### src/rtl/nsr_pkg.sv
package nsr_pkg;
  localparam int REG_W = 8;

  typedef enum logic [1:0] {
    SEL_PROT = 2'd0,
    SEL_CFG  = 2'd1,
    SEL_STAT = 2'd2,
    SEL_NONE = 2'd3
  } reg_sel_e;

  // protection register layout
  localparam int P_BP_HI = 6;
  localparam int P_BP_LO = 3;
  localparam int P_TB    = 2;
  localparam logic [REG_W-1:0] PROT_RST = 8'h7C;

  // configuration register layout
  localparam int C_OTPL  = 7;
  localparam int C_OTPE  = 6;
  localparam int C_PLOCK = 5;
  localparam int C_ECCE  = 4;
  localparam int C_BUF   = 3;

  // status register layout
  localparam int S_FULL  = 6;
  localparam int S_ECC1  = 5;
  localparam int S_ECC0  = 4;
  localparam int S_PFAIL = 3;
  localparam int S_EFAIL = 2;
  localparam int S_WEL   = 1;
  localparam int S_BUSY  = 0;
endpackage

### src/rtl/nsr_rst_sync.sv
module nsr_rst_sync #(
  parameter int STAGES = 2
) (
  input  logic clk,
  input  logic rst_n,
  output logic rst_n_sync
);
  logic [STAGES-1:0] sh_q;
  logic [STAGES-1:0] sh_d;

  always_comb begin
    sh_d = {sh_q[STAGES-2:0], 1'b1};
  end

  always_ff @(posedge clk or negedge rst_n) begin
    if (!rst_n) sh_q <= '0;
    else        sh_q <= sh_d;
  end

  assign rst_n_sync = sh_q[STAGES-1];
endmodule

### src/rtl/nsr_prot.sv
module nsr_prot
  import nsr_pkg::*;
#(
  parameter int NUM_BLOCKS = 1024,
  parameter int BLK_UNIT   = 1,
  localparam int BLK_W     = $clog2(NUM_BLOCKS),
  localparam int CNT_W     = BLK_W + 1
) (
  input  logic             clk,
  input  logic             rst_n,
  input  logic             wr_i,
  input  logic             busy_i,
  input  logic             lock_i,
  input  logic [REG_W-1:0] wdata_i,
  output logic [REG_W-1:0] q_o,
  output logic             prot_en_o,
  output logic             prot_all_o,
  output logic [BLK_W-1:0] prot_lo_o,
  output logic [BLK_W-1:0] prot_hi_o
);
  logic [REG_W-1:0] q_q, q_d;
  logic             ld_en;

  // write gate: busy and the lock both block the update
  assign ld_en = wr_i && !busy_i && !lock_i;

  always_comb begin
    q_d = q_q;
    if (ld_en) q_d = wdata_i;
  end

  always_ff @(posedge clk or negedge rst_n) begin
    if (!rst_n) q_q <= PROT_RST;
    else        q_q <= q_d;
  end

  assign q_o = q_q;

  // range decode
  logic [3:0]       bp;
  logic             tb, none_c, all_c;
  logic [3:0]       shamt;
  logic [31:0]      raw;
  logic [CNT_W-1:0] cnt;

  always_comb begin
    bp     = q_q[P_BP_HI:P_BP_LO];
    tb     = q_q[P_TB];
    none_c = (bp == 4'd0);
    all_c  = bp[3] & (bp[2] | bp[1]);
    shamt  = bp - 4'd1;
    raw    = 32'(BLK_UNIT) << shamt;
    cnt    = (raw > 32'(NUM_BLOCKS)) ? CNT_W'(NUM_BLOCKS) : raw[CNT_W-1:0];

    prot_en_o  = 1'b0;
    prot_all_o = 1'b0;
    prot_lo_o  = '0;
    prot_hi_o  = '0;
    if (all_c) begin
      prot_en_o  = 1'b1;
      prot_all_o = 1'b1;
      prot_hi_o  = BLK_W'(NUM_BLOCKS - 1);
    end else if (!none_c) begin
      prot_en_o = 1'b1;
      if (tb) begin
        prot_lo_o = '0;
        prot_hi_o = BLK_W'(cnt - CNT_W'(1));
      end else begin
        prot_lo_o = BLK_W'(CNT_W'(NUM_BLOCKS) - cnt);
        prot_hi_o = BLK_W'(NUM_BLOCKS - 1);
      end
    end
  end

  assert_prot_frozen_R6: assert property (@(posedge clk) disable iff (!rst_n)
    lock_i |=> $stable(q_q));
  assert_range_order_R7: assert property (@(posedge clk) disable iff (!rst_n)
    prot_en_o |-> (prot_lo_o <= prot_hi_o));
  assert_busy_blocks_prot_R3: assert property (@(posedge clk) disable iff (!rst_n)
    busy_i |=> $stable(q_q));
endmodule

### src/rtl/nsr_cfg.sv
module nsr_cfg
  import nsr_pkg::*;
#(
  parameter bit BUF_RST = 1'b0
) (
  input  logic             clk,
  input  logic             rst_n,
  input  logic             wr_i,
  input  logic             busy_i,
  input  logic [4:0]       wdata_i,  // register bits 7..3
  output logic [REG_W-1:0] q_o
);
  localparam logic [REG_W-1:0] CFG_RST = (REG_W'(1) << C_ECCE) | (REG_W'(BUF_RST) << C_BUF);

  logic [REG_W-1:0] q_q, q_d;
  logic             ld_en;

  assign ld_en = wr_i && !busy_i;

  always_comb begin
    q_d = q_q;
    if (ld_en) begin
      q_d[C_OTPL]  = q_q[C_OTPL]  | wdata_i[4];  // set-only
      q_d[C_OTPE]  = wdata_i[3];
      q_d[C_PLOCK] = q_q[C_PLOCK] | wdata_i[2];  // set-only
      q_d[C_ECCE]  = wdata_i[1];
      q_d[C_BUF]   = wdata_i[0];
    end
    q_d[2:0] = 3'b000;
  end

  always_ff @(posedge clk or negedge rst_n) begin
    if (!rst_n) q_q <= CFG_RST;
    else        q_q <= q_d;
  end

  assign q_o = q_q;

  assert_otp_lock_sticky_R5: assert property (@(posedge clk) disable iff (!rst_n)
    q_q[C_OTPL] |=> q_q[C_OTPL]);
  assert_prot_lock_sticky_R5: assert property (@(posedge clk) disable iff (!rst_n)
    q_q[C_PLOCK] |=> q_q[C_PLOCK]);
  assert_busy_blocks_cfg_R3: assert property (@(posedge clk) disable iff (!rst_n)
    busy_i |=> $stable(q_q));
endmodule

### src/rtl/nsr_stat.sv
module nsr_stat
  import nsr_pkg::*;
(
  input  logic             clk,
  input  logic             rst_n,
  input  logic             op_start_i,
  input  logic             prog_fail_i,
  input  logic             erase_fail_i,
  input  logic             ecc_valid_i,
  input  logic [1:0]       ecc_code_i,
  input  logic             busy_in_i,
  input  logic             full_in_i,
  input  logic             wen_i,
  input  logic             wdis_i,
  input  logic             remap_i,
  output logic [REG_W-1:0] q_o
);
  logic       pfail_q, pfail_d;
  logic       efail_q, efail_d;
  logic [1:0] ecc_q, ecc_d;
  logic       wel_q, wel_d;
  logic       busy_q, full_q;

  always_comb begin
    pfail_d = pfail_q;
    efail_d = efail_q;
    if (op_start_i) begin
      pfail_d = 1'b0;
      efail_d = 1'b0;
    end
    if (prog_fail_i)  pfail_d = 1'b1;
    if (erase_fail_i) efail_d = 1'b1;

    ecc_d = ecc_q;
    if (ecc_valid_i) ecc_d = ecc_code_i;

    wel_d = wel_q;
    if (wen_i) wel_d = 1'b1;
    if (wdis_i || op_start_i || remap_i) wel_d = 1'b0;
  end

  always_ff @(posedge clk or negedge rst_n) begin
    if (!rst_n) begin
      pfail_q <= 1'b0;
      efail_q <= 1'b0;
      ecc_q   <= 2'b00;
      wel_q   <= 1'b0;
      busy_q  <= 1'b0;
      full_q  <= 1'b0;
    end else begin
      pfail_q <= pfail_d;
      efail_q <= efail_d;
      ecc_q   <= ecc_d;
      wel_q   <= wel_d;
      busy_q  <= busy_in_i;
      full_q  <= full_in_i;
    end
  end

  always_comb begin
    q_o          = '0;
    q_o[S_FULL]  = full_q;
    q_o[S_ECC1]  = ecc_q[1];
    q_o[S_ECC0]  = ecc_q[0];
    q_o[S_PFAIL] = pfail_q;
    q_o[S_EFAIL] = efail_q;
    q_o[S_WEL]   = wel_q;
    q_o[S_BUSY]  = busy_q;
  end

  assert_ecc_hold_R10: assert property (@(posedge clk) disable iff (!rst_n)
    !ecc_valid_i |=> $stable(ecc_q));
  assert_pfail_clear_R9: assert property (@(posedge clk) disable iff (!rst_n)
    (op_start_i && !prog_fail_i) |=> !pfail_q);
  assert_efail_set_R9: assert property (@(posedge clk) disable iff (!rst_n)
    erase_fail_i |=> efail_q);
  assert_wel_clear_R11: assert property (@(posedge clk) disable iff (!rst_n)
    (wdis_i || remap_i) |=> !wel_q);
  assert_busy_follow_R12: assert property (@(posedge clk) disable iff (!rst_n)
    busy_in_i |=> q_o[S_BUSY]);
endmodule

### src/rtl/nand_status_regs.sv
module nand_status_regs
  import nsr_pkg::*;
#(
  parameter int NUM_BLOCKS = 1024,
  parameter int BLK_UNIT   = 1,
  parameter bit BUF_RST    = 1'b0,
  localparam int BLK_W     = $clog2(NUM_BLOCKS)
) (
  input  logic             clk,
  input  logic             rst_n,
  input  logic [1:0]       reg_sel,
  input  logic             wr_en,
  input  logic [7:0]       wr_data,
  output logic [7:0]       rd_data,
  input  logic             op_start,
  input  logic             prog_fail,
  input  logic             erase_fail,
  input  logic             ecc_valid,
  input  logic [1:0]       ecc_code,
  input  logic             busy_in,
  input  logic             tbl_full_in,
  input  logic             wen_cmd,
  input  logic             wdis_cmd,
  input  logic             remap_done,
  output logic             prot_en,
  output logic             prot_all,
  output logic [BLK_W-1:0] prot_lo,
  output logic [BLK_W-1:0] prot_hi,
  output logic             ecc_en,
  output logic             buf_mode,
  output logic             otp_access,
  output logic             otp_locked,
  output logic             wel
);
  logic             rst_ns;
  logic [REG_W-1:0] prot_q, cfg_q, stat_q;
  logic             busy_bit;
  reg_sel_e         sel;

  assign sel      = reg_sel_e'(reg_sel);
  assign busy_bit = stat_q[S_BUSY];

  nsr_rst_sync #(.STAGES(2)) u_rst (
    .clk        (clk),
    .rst_n      (rst_n),
    .rst_n_sync (rst_ns)
  );

  nsr_prot #(.NUM_BLOCKS(NUM_BLOCKS), .BLK_UNIT(BLK_UNIT)) u_prot (
    .clk        (clk),
    .rst_n      (rst_ns),
    .wr_i       (wr_en && (sel == SEL_PROT)),
    .busy_i     (busy_bit),
    .lock_i     (cfg_q[C_PLOCK]),
    .wdata_i    (wr_data),
    .q_o        (prot_q),
    .prot_en_o  (prot_en),
    .prot_all_o (prot_all),
    .prot_lo_o  (prot_lo),
    .prot_hi_o  (prot_hi)
  );

  nsr_cfg #(.BUF_RST(BUF_RST)) u_cfg (
    .clk     (clk),
    .rst_n   (rst_ns),
    .wr_i    (wr_en && (sel == SEL_CFG)),
    .busy_i  (busy_bit),
    .wdata_i (wr_data[7:3]),
    .q_o     (cfg_q)
  );

  nsr_stat u_stat (
    .clk          (clk),
    .rst_n        (rst_ns),
    .op_start_i   (op_start),
    .prog_fail_i  (prog_fail),
    .erase_fail_i (erase_fail),
    .ecc_valid_i  (ecc_valid),
    .ecc_code_i   (ecc_code),
    .busy_in_i    (busy_in),
    .full_in_i    (tbl_full_in),
    .wen_i        (wen_cmd),
    .wdis_i       (wdis_cmd),
    .remap_i      (remap_done),
    .q_o          (stat_q)
  );

  always_comb begin
    case (sel)
      SEL_PROT: rd_data = prot_q;
      SEL_CFG:  rd_data = cfg_q;
      SEL_STAT: rd_data = stat_q;
      default:  rd_data = '0;
    endcase
  end

  assign ecc_en     = cfg_q[C_ECCE];
  assign buf_mode   = cfg_q[C_BUF];
  assign otp_access = cfg_q[C_OTPE];
  assign otp_locked = cfg_q[C_OTPL];
  assign wel        = stat_q[S_WEL];

  assert_none_reads_zero_R2: assert property (@(posedge clk) disable iff (!rst_ns)
    (sel == SEL_NONE) |-> (rd_data == 8'h00));
endmodule

### config.mk
export PLATFORM = sky130hd
export DESIGN_NAME = nand_status_regs
export DESIGN_NICKNAME = d
export VERILOG_FILES = /design/src/rtl/nsr_pkg.sv /design/src/rtl/nsr_rst_sync.sv /design/src/rtl/nsr_prot.sv /design/src/rtl/nsr_cfg.sv /design/src/rtl/nsr_stat.sv /design/src/rtl/nand_status_regs.sv
export SDC_FILE = /design/constraint.sdc
export NUM_CORES = 1
export LEC_CHECK = 0
export CORE_MARGIN = 5
export CORE_UTILIZATION = 30
export DETAILED_ROUTE_END_ITERATION = 8
export GPL_ROUTABILITY_DRIVEN = 0
export SKIP_CTS_REPAIR_TIMING = 1
export SLEW_MARGIN = 20
export SYNTH_ARGS = -nofsm -noshare
export SYNTH_HDL_FRONTEND = slang
export SYNTH_HIERARCHICAL = 1
export SYNTH_SLANG_ARGS = --single-unit
### constraint.sdc
create_clock -name clk -period 1.4 [get_ports clk]
set_input_delay 0.14 -clock clk [delete_from_list [all_inputs] [get_ports clk]]
set_output_delay 0.14 -clock clk [all_outputs]
set_load 0.02 [all_outputs]
==> reports/qor.yml <==
synth-edff-count: 0
ant_nets: 0
synthTopCellsByArea: "dfrtp_1, dfstp_2, mux2i_1"
period_minus_slack_ps: 1690
reg2reg_to: "u_prot/q_o[7]"
crit_end: "prot_lo[8]"
vias_per_cell: 4.77
clkSinkCount: 22
maxCapViolCount: 0
regArea_um2: 558
setup_violations: 27
clkTransAtPathRegs_ps: 80
pin_count: 59
p_leak_nw: 1.14
power_frac_clock_pct: 9.7
fp.dieW_um: 77.4
nFillCells: 384
cp-end-kind: "primary output"
coreArea_um2: 4380
die_height_um: 77.4
hold_viol: 0
critPathKind: "flop to primary output"
syn_to_final_growth_pct: 73.1
antenna_found_initial: 0
fp.dieArea_um2: 5980
reg2reg_slack_ps: 70
first_pass_iters: 4
layout_commonest_cell: "buf_4"
hpwlAfterDp_mm: 2.81
grt_setup_unrepaired: "yes"
rr_worst_depth: 4
drt_iter0_markers: 28
finalPower_mw: 4.05
avgSynthCellArea_um2: 11.1
cp.required_ps: 1260
diodes: 0
status: "finished with violations"
synth-main-ff-cell: "dfrtp_1"
final_max_slew_viol_count: 0
power_density_nw_per_um2: 1720
synth_top_area_share_pct: 29.4
synth.largest_area_cell: "dfrtp_1"
tritoncts: "built"
track_usage_pct: 11.3
yosysWarnings: 6
hp-class: "input port to asynchronous set/reset pin"
drc: 0
ys_seq_elements: 22
cts-root-buf: "clkbuf_8"
synth_area_um2: 1360
async_flop_share_pct: 100
seqPwrFrac_pct: 24.2
fin_setup_tns_ps: -4750
power_switching_mw: 1.66
fmax_mhz: 593
violations: "setup timing"
worst_ep_arrival_time_ps: 1550
wl_met2_mm: 2.03
comb_power_share_pct: 66.0
place_ws_ps: -470
clk_path_buf_depth: 2
utilization_pct: 53.7
critPathLaunch: "u_prot/q_o[4]"
start_kind: "flop"
layout_setup_ws_ps: -285
dpl_cell_area_um2: 2080
vdd_drop_max_uv: 587
routed_wl_mm: 4.01
m1WireLength_mm: 1.68
ctsHtreeMaxLevel: 1
vias: 1265
dr.max_layer_used: "met3"
start_util_pct: 31.1
port_buffers: 58
reg2reg_from: "u_stat/busy_q"
internal_power_mw: 2.39
met3_length_um: 299
rows: 24
grt_pass1_vias: 1209
synthCells: 123
crit_fanout: 8
seq_area_frac_synth_pct: 41.0
fin_nets: 238
cts_buffers: 3
sw_frac_of_total_pct: 41.1
multi_input_comb_area_um2: 776
finalInstanceArea_um2: 2360
mostFrequentLayoutCells: "buf_4, clkdlybuf4s50_1, dfrtp_1"
final_layout_size_suffix_gt1_share_pct: 52.6
synthDistinctLibCells: 37
avgRoutedWirePerCell_um: 15.1
insertion_delay_ps: 250
skew_ps: 1.80
fin_crit_sh_pct: 120
gr-total-overflow: 0
grt_first_pass_wirelength_mm: 5.69
grt_max_degree: 21
==> worst max-delay path: stages (launching register included) <==
cell and delay [ps]:
dfstp_2 420, buf_4 150, buf_4 130, o21a_1 210
a211oi_2 210, buf_4 170
==> registers in the layout, summed over array words and instances (netlist names) <==
signal and count:
u_stat/ecc_q 2, u_stat/efail_q 1, u_stat/wel_q 1, u_stat/full_q 1
u_prot/q_o 8, u_stat/pfail_q 1, u_cfg/q_o 5, u_stat/busy_q 1
u_rst/sh_q 2
==> layer usage <==
layer  global-route usage [%]  vias to the layer above
met2                     19.4                       58
met5                        0                        -
met3                     3.13                        0
met4                     2.23                        0
li1                         -                      607
met1                     14.2                      600
==> synth_stat cells (3+ instances only) <==
master,number
mux2_4,5
a211oi_1,3
dfstp_2,6
nor2b_1,3
buf_4,9
conb_1,3
mux2i_1,9
a21oi_1,4
dfrtp_1,16
buf_2,5
nor2_1,6
nand2_1,3
o2bb2ai_1,8
nor3_1,3
mux2_2,8
==> through the flow <==
stage / std cells / hold WS (ps)
2_1_floorplan: 125 / -156
3_3_place_gp: 240 / 205
3_5_place_dp: 240 / 227
4_1_cts: 244 / 35.7
5_1_grt: 265 / 31.8
6_report: 265 / 44.1
==> logic make-up (layout without fill, tap and decap cells) <==
family | after synthesis | in the layout | synth area share, %
simple gates | 28 | 29 | 14.2
other cells | 3 | 5 | 0.827
flops | 22 | 22 | 41.0
xor+xnor | 1 | 1 | 0.643
buf+inv | 19 | 106 | 9.37
compound gates | 28 | 28 | 15.3
mux | 22 | 22 | 18.8
==> area by class of cell <==
type / instances / share of cell area [%]
Timing Repair Buffer: 100 / 38.4
Multi-Input combinational cell: 85 / 32.9
Sequential cell: 22 / 23.7
Tap cell: 52 / 2.76
Clock buffer: 4 / 1.91
Inverter: 2 / 0.319
==> power groups by stage <==
| stage | Combinational (mW) | Clock (mW) | Sequential [mW] |
|---|---|---|---|
| floorplan | 1.28 | 0 | 0.956 |
| global placement | 2.15 | 0 | 1.04 |
| detailed placement | 2.17 | 0 | 1.05 |
| CTS | 2.18 | 0.418 | 1.04 |
| global route | 2.86 | 0.442 | 1.01 |
| finish | 2.67 | 0.394 | 0.982 |
==> worst min-delay path by stage <==
stage	end	slack, ps
after floorplan	u_rst/sh_q[0]	-160
after detailed placement	u_stat/wel_q	230
final	u_rst/sh_q[0]	40
after CTS	u_rst/sh_q[0]	40
after global placement	u_stat/wel_q	210
after global routing	u_rst/sh_q[0]	30
Note: power is estimated with default switching activity, not from simulation.
